==> src/rtl/gpio_mw_pkg.sv <==
package gpio_mw_pkg;
   localparam int PORTS_PER_WORD = 3;
   localparam int NUM_WORDS      = 2;
   localparam int NUM_PORTS      = PORTS_PER_WORD * NUM_WORDS;
   localparam int ADDR_W         = $clog2(NUM_PORTS + 2);

   typedef enum logic [2:0] {
      PORT_OUT_FULL = 3'd0,
      PORT_OUT_LO   = 3'd1,
      PORT_OUT_HI   = 3'd2,
      PORT_OE_FULL  = 3'd3,
      PORT_OE_LO    = 3'd4,
      PORT_OE_HI    = 3'd5
   } port_e;
endpackage

==> src/rtl/gpio_mw_field.sv <==
module gpio_mw_field #(
   parameter int WIDTH = 32
) (
   input  logic             clk,
   input  logic             rst_n,
   input  logic             wr_full,
   input  logic             wr_lo,
   input  logic             wr_hi,
   input  logic [WIDTH-1:0] wr_data,
   output logic [WIDTH-1:0] q
);
   localparam int HALF = WIDTH / 2;

   initial begin
      if (WIDTH < 2 || (WIDTH % 2) != 0)
         $error("gpio_mw_field: WIDTH must be even and at least 2");
   end

   logic [HALF-1:0]  mask, val, lo_new, hi_new;
   logic [WIDTH-1:0] nxt;

   assign mask   = wr_data[WIDTH-1:HALF];
   assign val    = wr_data[HALF-1:0];
   assign lo_new = (q[HALF-1:0]     & ~mask) | (val & mask);
   assign hi_new = (q[WIDTH-1:HALF] & ~mask) | (val & mask);

   always_comb begin
      nxt = q;
      if (wr_lo) nxt[HALF-1:0]     = lo_new;
      if (wr_hi) nxt[WIDTH-1:HALF] = hi_new;
      if (wr_full) nxt = wr_data;
   end

   always_ff @(posedge clk) begin
      if (!rst_n) q <= '0;
      else        q <= nxt;
   end

   // a full-word write lands whole, whatever half strobes accompany it
   a_r2_full_load: assert property (@(posedge clk) disable iff (!rst_n)
      wr_full |=> q == $past(wr_data));
   // a lower write alone leaves the upper half alone
   a_r3_lo_keeps_hi: assert property (@(posedge clk) disable iff (!rst_n)
      (wr_lo && !wr_hi && !wr_full) |=> q[WIDTH-1:HALF] == $past(q[WIDTH-1:HALF]));
   // an upper write alone leaves the lower half alone
   a_r4_hi_keeps_lo: assert property (@(posedge clk) disable iff (!rst_n)
      (wr_hi && !wr_lo && !wr_full) |=> q[HALF-1:0] == $past(q[HALF-1:0]));
   // an empty mask changes nothing
   a_r6_zero_mask: assert property (@(posedge clk) disable iff (!rst_n)
      (!wr_full && (wr_lo || wr_hi) && wr_data[WIDTH-1:HALF] == '0) |=> $stable(q));
   // no strobe, no change
   a_r9_idle_hold: assert property (@(posedge clk) disable iff (!rst_n)
      (!wr_full && !wr_lo && !wr_hi) |=> $stable(q));
endmodule

==> src/rtl/gpio_mw_rdmux.sv <==
module gpio_mw_rdmux
   import gpio_mw_pkg::*;
#(
   parameter int WIDTH = 32
) (
   input  logic [WIDTH-1:0]  out_q,
   input  logic [WIDTH-1:0]  oe_q,
   input  logic [ADDR_W-1:0] rd_addr,
   output logic [WIDTH-1:0]  rd_data
);
   localparam int HALF = WIDTH / 2;

   always_comb begin
      rd_data = '0;
      case (rd_addr)
         PORT_OUT_FULL: rd_data = out_q;
         PORT_OUT_LO:   rd_data[HALF-1:0] = out_q[HALF-1:0];
         PORT_OUT_HI:   rd_data[HALF-1:0] = out_q[WIDTH-1:HALF];
         PORT_OE_FULL:  rd_data = oe_q;
         PORT_OE_LO:    rd_data[HALF-1:0] = oe_q[HALF-1:0];
         PORT_OE_HI:    rd_data[HALF-1:0] = oe_q[WIDTH-1:HALF];
         default:       rd_data = '0;
      endcase
   end
endmodule

==> src/rtl/gpio_mw_out.sv <==
module gpio_mw_out
   import gpio_mw_pkg::*;
#(
   parameter int WIDTH = 32
) (
   input  logic                 clk,
   input  logic                 rst_n,
   input  logic [NUM_PORTS-1:0] wr_stb,
   input  logic [WIDTH-1:0]     wr_data,
   input  logic [ADDR_W-1:0]    rd_addr,
   output logic [WIDTH-1:0]     rd_data,
   output logic [WIDTH-1:0]     gpio_out,
   output logic [WIDTH-1:0]     gpio_oe
);
   localparam int HALF = WIDTH / 2;

   logic [WIDTH-1:0] word_q [NUM_WORDS];

   for (genvar g = 0; g < NUM_WORDS; g++) begin : g_word
      gpio_mw_field #(.WIDTH(WIDTH)) u_field (
         .clk     (clk),
         .rst_n   (rst_n),
         .wr_full (wr_stb[g*PORTS_PER_WORD]),
         .wr_lo   (wr_stb[g*PORTS_PER_WORD + 1]),
         .wr_hi   (wr_stb[g*PORTS_PER_WORD + 2]),
         .wr_data (wr_data),
         .q       (word_q[g])
      );
   end

   assign gpio_out = word_q[0];
   assign gpio_oe  = word_q[1];

   gpio_mw_rdmux #(.WIDTH(WIDTH)) u_rdmux (
      .out_q   (word_q[0]),
      .oe_q    (word_q[1]),
      .rd_addr (rd_addr),
      .rd_data (rd_data)
   );

   // the mask field of a half-port read is always zero
   a_r5_half_read_zero: assert property (@(posedge clk) disable iff (!rst_n)
      (rd_addr == PORT_OUT_LO || rd_addr == PORT_OUT_HI ||
       rd_addr == PORT_OE_LO  || rd_addr == PORT_OE_HI) |-> rd_data[WIDTH-1:HALF] == '0);
   // output-word strobes alone never move the enable pins
   a_r9_oe_independent: assert property (@(posedge clk) disable iff (!rst_n)
      (wr_stb[5:3] == 3'b000) |=> $stable(gpio_oe));
   // the cycle after reset releases, both words are still zero
   a_r1_reset_zero: assert property (@(posedge clk)
      !rst_n |=> (gpio_out == '0 && gpio_oe == '0));
endmodule

==> config.mk <==
export PLATFORM = sky130hd
export DESIGN_NAME = gpio_mw_out
export DESIGN_NICKNAME = d
export VERILOG_FILES = /design/src/rtl/gpio_mw_pkg.sv /design/src/rtl/gpio_mw_field.sv /design/src/rtl/gpio_mw_rdmux.sv /design/src/rtl/gpio_mw_out.sv
export SDC_FILE = /design/constraint.sdc
export NUM_CORES = 1
export LEC_CHECK = 0
export CAP_MARGIN = 25
export CELL_PAD_IN_SITES_DETAIL_PLACEMENT = 1
export CELL_PAD_IN_SITES_GLOBAL_PLACEMENT = 1
export CORE_ASPECT_RATIO = 0.9
export CORE_MARGIN = 10
export CORE_UTILIZATION = 33
export DETAILED_ROUTE_END_ITERATION = 10
export PLACE_DENSITY = 0.95
export SETUP_SLACK_MARGIN = 0.3
export SYNTH_ARGS = -nofsm -noshare
export SYNTH_HDL_FRONTEND = slang
export SYNTH_SLANG_ARGS = --single-unit
==> constraint.sdc <==
create_clock -name clk -period 4.4 [get_ports clk]
set_clock_uncertainty 0.05 [all_clocks]
set_input_delay 0.66 -clock clk [delete_from_list [all_inputs] [get_ports clk]]
set_output_delay 0.66 -clock clk [all_outputs]
set_load 0.02 [all_outputs]
# Word-level counts from Yosys, hierarchy flattened
# Index checks and enable logic that the tools add are counted.
[word_totals]
regBits = 64
out_inout_bits = 96
inputBits = 43
[op_classes]
bitwise_logic = 10
eq_ne = 5
n_mux = 8
n_reduce_logical = 7
[op_table]
columns = ["operator", "count"]
rows = [
  ["16-bit AND", 5],
  ["16-bit two-way mux", 4],
  ["32-bit two-way mux", 2],
  ["16-bit bitwise OR", 4],
  ["16-bit case mux with 4 select lines", 1],
  ["16-bit case mux with 2 select lines", 1],
  ["16-bit inverter", 1],
  ["2-bit nonzero test", 4],
  ["3-bit by 2-bit == test with 1-bit output (second input constant)", 2],
  ["3-bit == test (second input constant)", 2],
  ["2-bit OR reduction", 2],
  ["3-bit by 1-bit == test with 1-bit output (second input constant)", 1],
  ["3-bit logical NOT", 1],
]

# Longest topological paths before layout
[logic_depth]
depth_word = 5
depth_mapped = 6

# Hierarchy
# A second synthesis with hierarchy kept.
[hier_totals]
cells_unflattened = 536
area_unflattened_um2 = 4370.4
[by_module_without_submodules]
columns = ["module", "seq_area_each_um2", "cells_per_inst", "instances", "area_per_inst_um2"]
rows = [
  ["gpio_mw_field", 640.6, 194, 2, 1700.4],
  ["gpio_mw_rdmux", 0.0, 148, 1, 969.7],
]

# Least setup slack after synthesis
# Ideal clock, no wire load.
[synth_path]
path_kind = "input-to-output"
start = "input port rd_addr[1]"
end = "output port rd_data[10]"
arrival_ps = 1919
slack_ps = 1771
n_path_buf = 3
t_required_ps = 3690
stages = 6
cell_sequence = "buf_2 -> and2_4 -> buf_6 -> mux2_4 -> buf_6 -> a221o_1"
[synth_between]
elab_chain_len = 3
word_cells_on_any_way = 9
cone_classes = "eq/ne (5); mux (1); reduce/logical (3)"
[synth_rtl]
columns = ["item", "line_no", "source"]
rows = [
  ["start, declared", "gpio_mw_out.sv:10", "input logic [ADDR_W-1:0] rd_addr,"],
  ["3-bit == test (tied with other cells)", "gpio_mw_rdmux.sv:15", "case (rd_addr)"],
  ["2-bit OR reduction (no line)", "--", ""],
  ["16-bit case mux with 4 select lines (*)", "gpio_mw_rdmux.sv:15", ""],
  ["end, declared", "gpio_mw_out.sv:11", "output logic [WIDTH-1:0] rd_data,"],
]
# Mark *: on every way between the ends. The rest lies on a longest branch, timed or not.

# Final worst setup path
[layout_path]
start = "input port rd_addr[1]"
end = "output port rd_data[4]"
# Same word-level chain as after synthesis.

==> results.md <==
- The die outline height is 118 um.
- Once routing completed, OpenROAD measured the worst setup slack at 762 ps.
- For this run, the total global-route usage over all layers was measured as 0.203.
- Setup repair after global routing left no endpoint under its margin.
- The worst slew margin relative to its limit is 0.363.
- After clock tree synthesis, the clock-pin slew on the worst setup and hold paths is 60 ps.
- In this run the deepest clock path goes through 2 buffers.
- The filler cell count in the final layout is 1,239.
- The worst setup path is captured at an output port.
- The first global-routing pass estimated 25,000 um of wire.
- The floorplan has 35 rows.
- The total number of vias is 3,999.
- The type of the most critical hold path is reg -> reg.
- STA puts the critical path data arrival time at 2930 ps.
- The proportion of layout cells with a drive suffix above 1 is 0.0561.
- The global placer's final weighted congestion is 0.824.
- In the final routed layout, each cell accounts on average for 22.7 um.
- The minimum clock period is 3640 ps.
- The count of buffers from port buffering is 138.
- The worst setup slack before clock tree synthesis is 792 ps.
- The maximum number of pins on one net before global-route repair is 49.
- The x dimension of the die is 129 um.
- The total area inside the core boundary comes to 10,300 um^2.
- The number of nets with antenna violations after detailed routing is 0.
- The required time at the worst-slack endpoint is 3690 ps.
- The residual DRC count is 0.
- For this run, the post-layout net count is 608.
- The post-CTS setup repair buffer count is 0.
- The cell taking the most area after synthesis is dfxtp_1.
- The number of warnings printed during yosys synthesis is 0.
- When the netlist entered floorplanning its net count stood at 490.
- The number of global-route vias before repair was 4,249.
- In this run the worst path has a maximum fanout of 11.
- The clock tree root buffer cell is clkbuf_16.
- The finished layout cell area is 5290 um^2.
- Of the post-synthesis cell area, the dominant cell type holds 0.364.
- Dividing the synthesized area by the synthesized cell count gives 7.88 um^2.
- Once detailed placement completed, the half-perimeter wirelength came to 10,900 um.
- The total wirelength of the detailed-routed design is 15,900 um.
- The power density of the placed cells is 345 nW/um^2.
- Across the run, the number of max-cap violations was 0.
- The number of top-level pins is 139.
- Relative to the synthesized area, the layout overhead comes to 50.2%.
- The number of antenna violations at the first check in global routing is 1.
- After clock tree synthesis, the repair step resized 0 gates.
- The number of clock sinks is 64.
- In this run, CTS created clock tree buffers numbering 9.
- In the finished design, the share of the clock period the worst path needs comes to 0.827.
- Counting flops with an async set or reset pin after synthesis yields a share of 0.
- STA classifies the critical path startpoint as an input port.
- The gate count after technology mapping is 447.
- The floorplan step defined a die boundary enclosing 15,200 um^2.
- The clock latency reported for the late side of the worst-skew pair is 320 ps.
- Derived from the worst setup path, the maximum achievable clock frequency is 275 MHz.
- The static leakage power is 0.00208 uW.
- Counting flops with a built-in enable in the synthesized netlist gives 0.
- The design draws 1830 uW.
- Summed over all failing endpoints, the final setup total negative slack is 0 ps.
- The initial standard-cell utilization of the core is 0.341.
- The number of H-tree branching levels is 3.
- Before antenna repair, the detailed router went through 4 iterations.
- The number of DRC violations after detailed-routing iteration 0 is 368.
- Measured on the finished design, the core utilization comes to 0.512.
- Yosys mapped the design onto 22 distinct sky130hd cell types.
- The commonest cells after synthesis are a21oi_1 (64), dfxtp_1 (64), nor2_1 (64).
- After synthesis the netlist holds a flip-flop and latch count of 64.
- Across the VDD grid, the largest voltage drop is 0.159 mV.
- The predominant post-synthesis flop cell is dfxtp_1.
- The count of final hold-check violations is 0.
- The number of max-slew violations in the final report is 0.
- TritonCTS built the clock tree.
- The count of hold buffers inserted by post-cts repair is 0.
- The category of the critical setup timing path is in -> out.
- After synthesis the cells add up to 3520 um^2.
- The post-detailed-placement cell area is 4980 um^2.
- The via-per-instance ratio is 5.71.
- The total congestion overflow after global routing is 0.
- The sequential element share of the synthesized area is 0.364.
- The run finished with clean final reports.
- Setup violations remaining at the end of the flow were counted as 0.
- For the pin with the worst max-slew slack, the measured transition is 953 ps.
- By area the synthesized netlist is led by dfxtp_1 (36%), a21oi_1 (9.1%), mux2i_1 (9.1%), nor2_1 (6.8%), a21o_1 (6.6%).
## cell type report
class | count | area [um^2] | area share
Clock inverter | 5 | 55.1 | 0.0104
Sequential cell | 64 | 1280 | 0.242
Inverter | 2 | 7.51 | 0.00142
Multi-Input combinational cell | 341 | 2060 | 0.390
Timing Repair Buffer | 147 | 1460 | 0.277
Tap cell | 129 | 161 | 0.0305
Clock buffer | 11 | 253 | 0.0478
Antenna cell | 1 | 2.50 | 0.000473
## per-layer routing
metal / track usage / wire [um] / vias to the layer above
met1: 0.238 / 6730 / 2014
met3: 0.0711 / 1040 / 22
met5: 0 / 0 / -
met4: 0.0518 / 248 / 0
li1: - / - / 1848
met2: 0.340 / 7840 / 115
## metrics by stage
stage | instances | hold slack, ps
finish | 700 | 487
global route | 699 | 518
CTS | 699 | 488
detailed placement | 683 | 475
global placement | 682 | 455
floorplan | 447 | 536
## worst paths after layout
path / from / depth (start not counted) / slack (ps) / end
hold / removal: register / 2 / 490 / register
setup reg to reg: register / 2 / 3590 / register
setup / recovery: rd_addr[1] / 5 / 760 / rd_data[4]
hold reg to reg: register / 2 / 490 / register
## cells by family after synthesis
kind of cell           count (synthesis)  share of synthesized area
muxes                                 33                     0.0952
DFF                                   64                      0.364
buffers and inverters                 42                     0.0519
AOI/OAI and AO/OA                    143                      0.276
and+or+nand+nor                      165                      0.213
## cells in the final DEF (no fill, tap or decap), types with 15 or more instances in the layout
master	count
a32oi_1	15
nand2_1	49
clkdlybuf4s50_1	136
a21oi_1	64
mux2i_1	32
a221o_1	16
nand3b_1	16
nor2_1	63
a21o_1	31
nand3_1	18
dfxtp_1	64
a22oi_1	16
nand2b_1	16
## power by group
group          internal (uW)  switching [uW]  total [uW]
Combinational            198             241         439
Clock                    467             261         728
Sequential               618            40.5         659
Total                   1280             542        1830
## worst max-delay path, cell delays in order
cell	delay, ps
clkdlybuf4s50_1	630
nor3b_2	590
buf_12	230
a221o_1	170
clkdlybuf4s50_1	640
No activity file was read; power rests on OpenSTA's default activity.
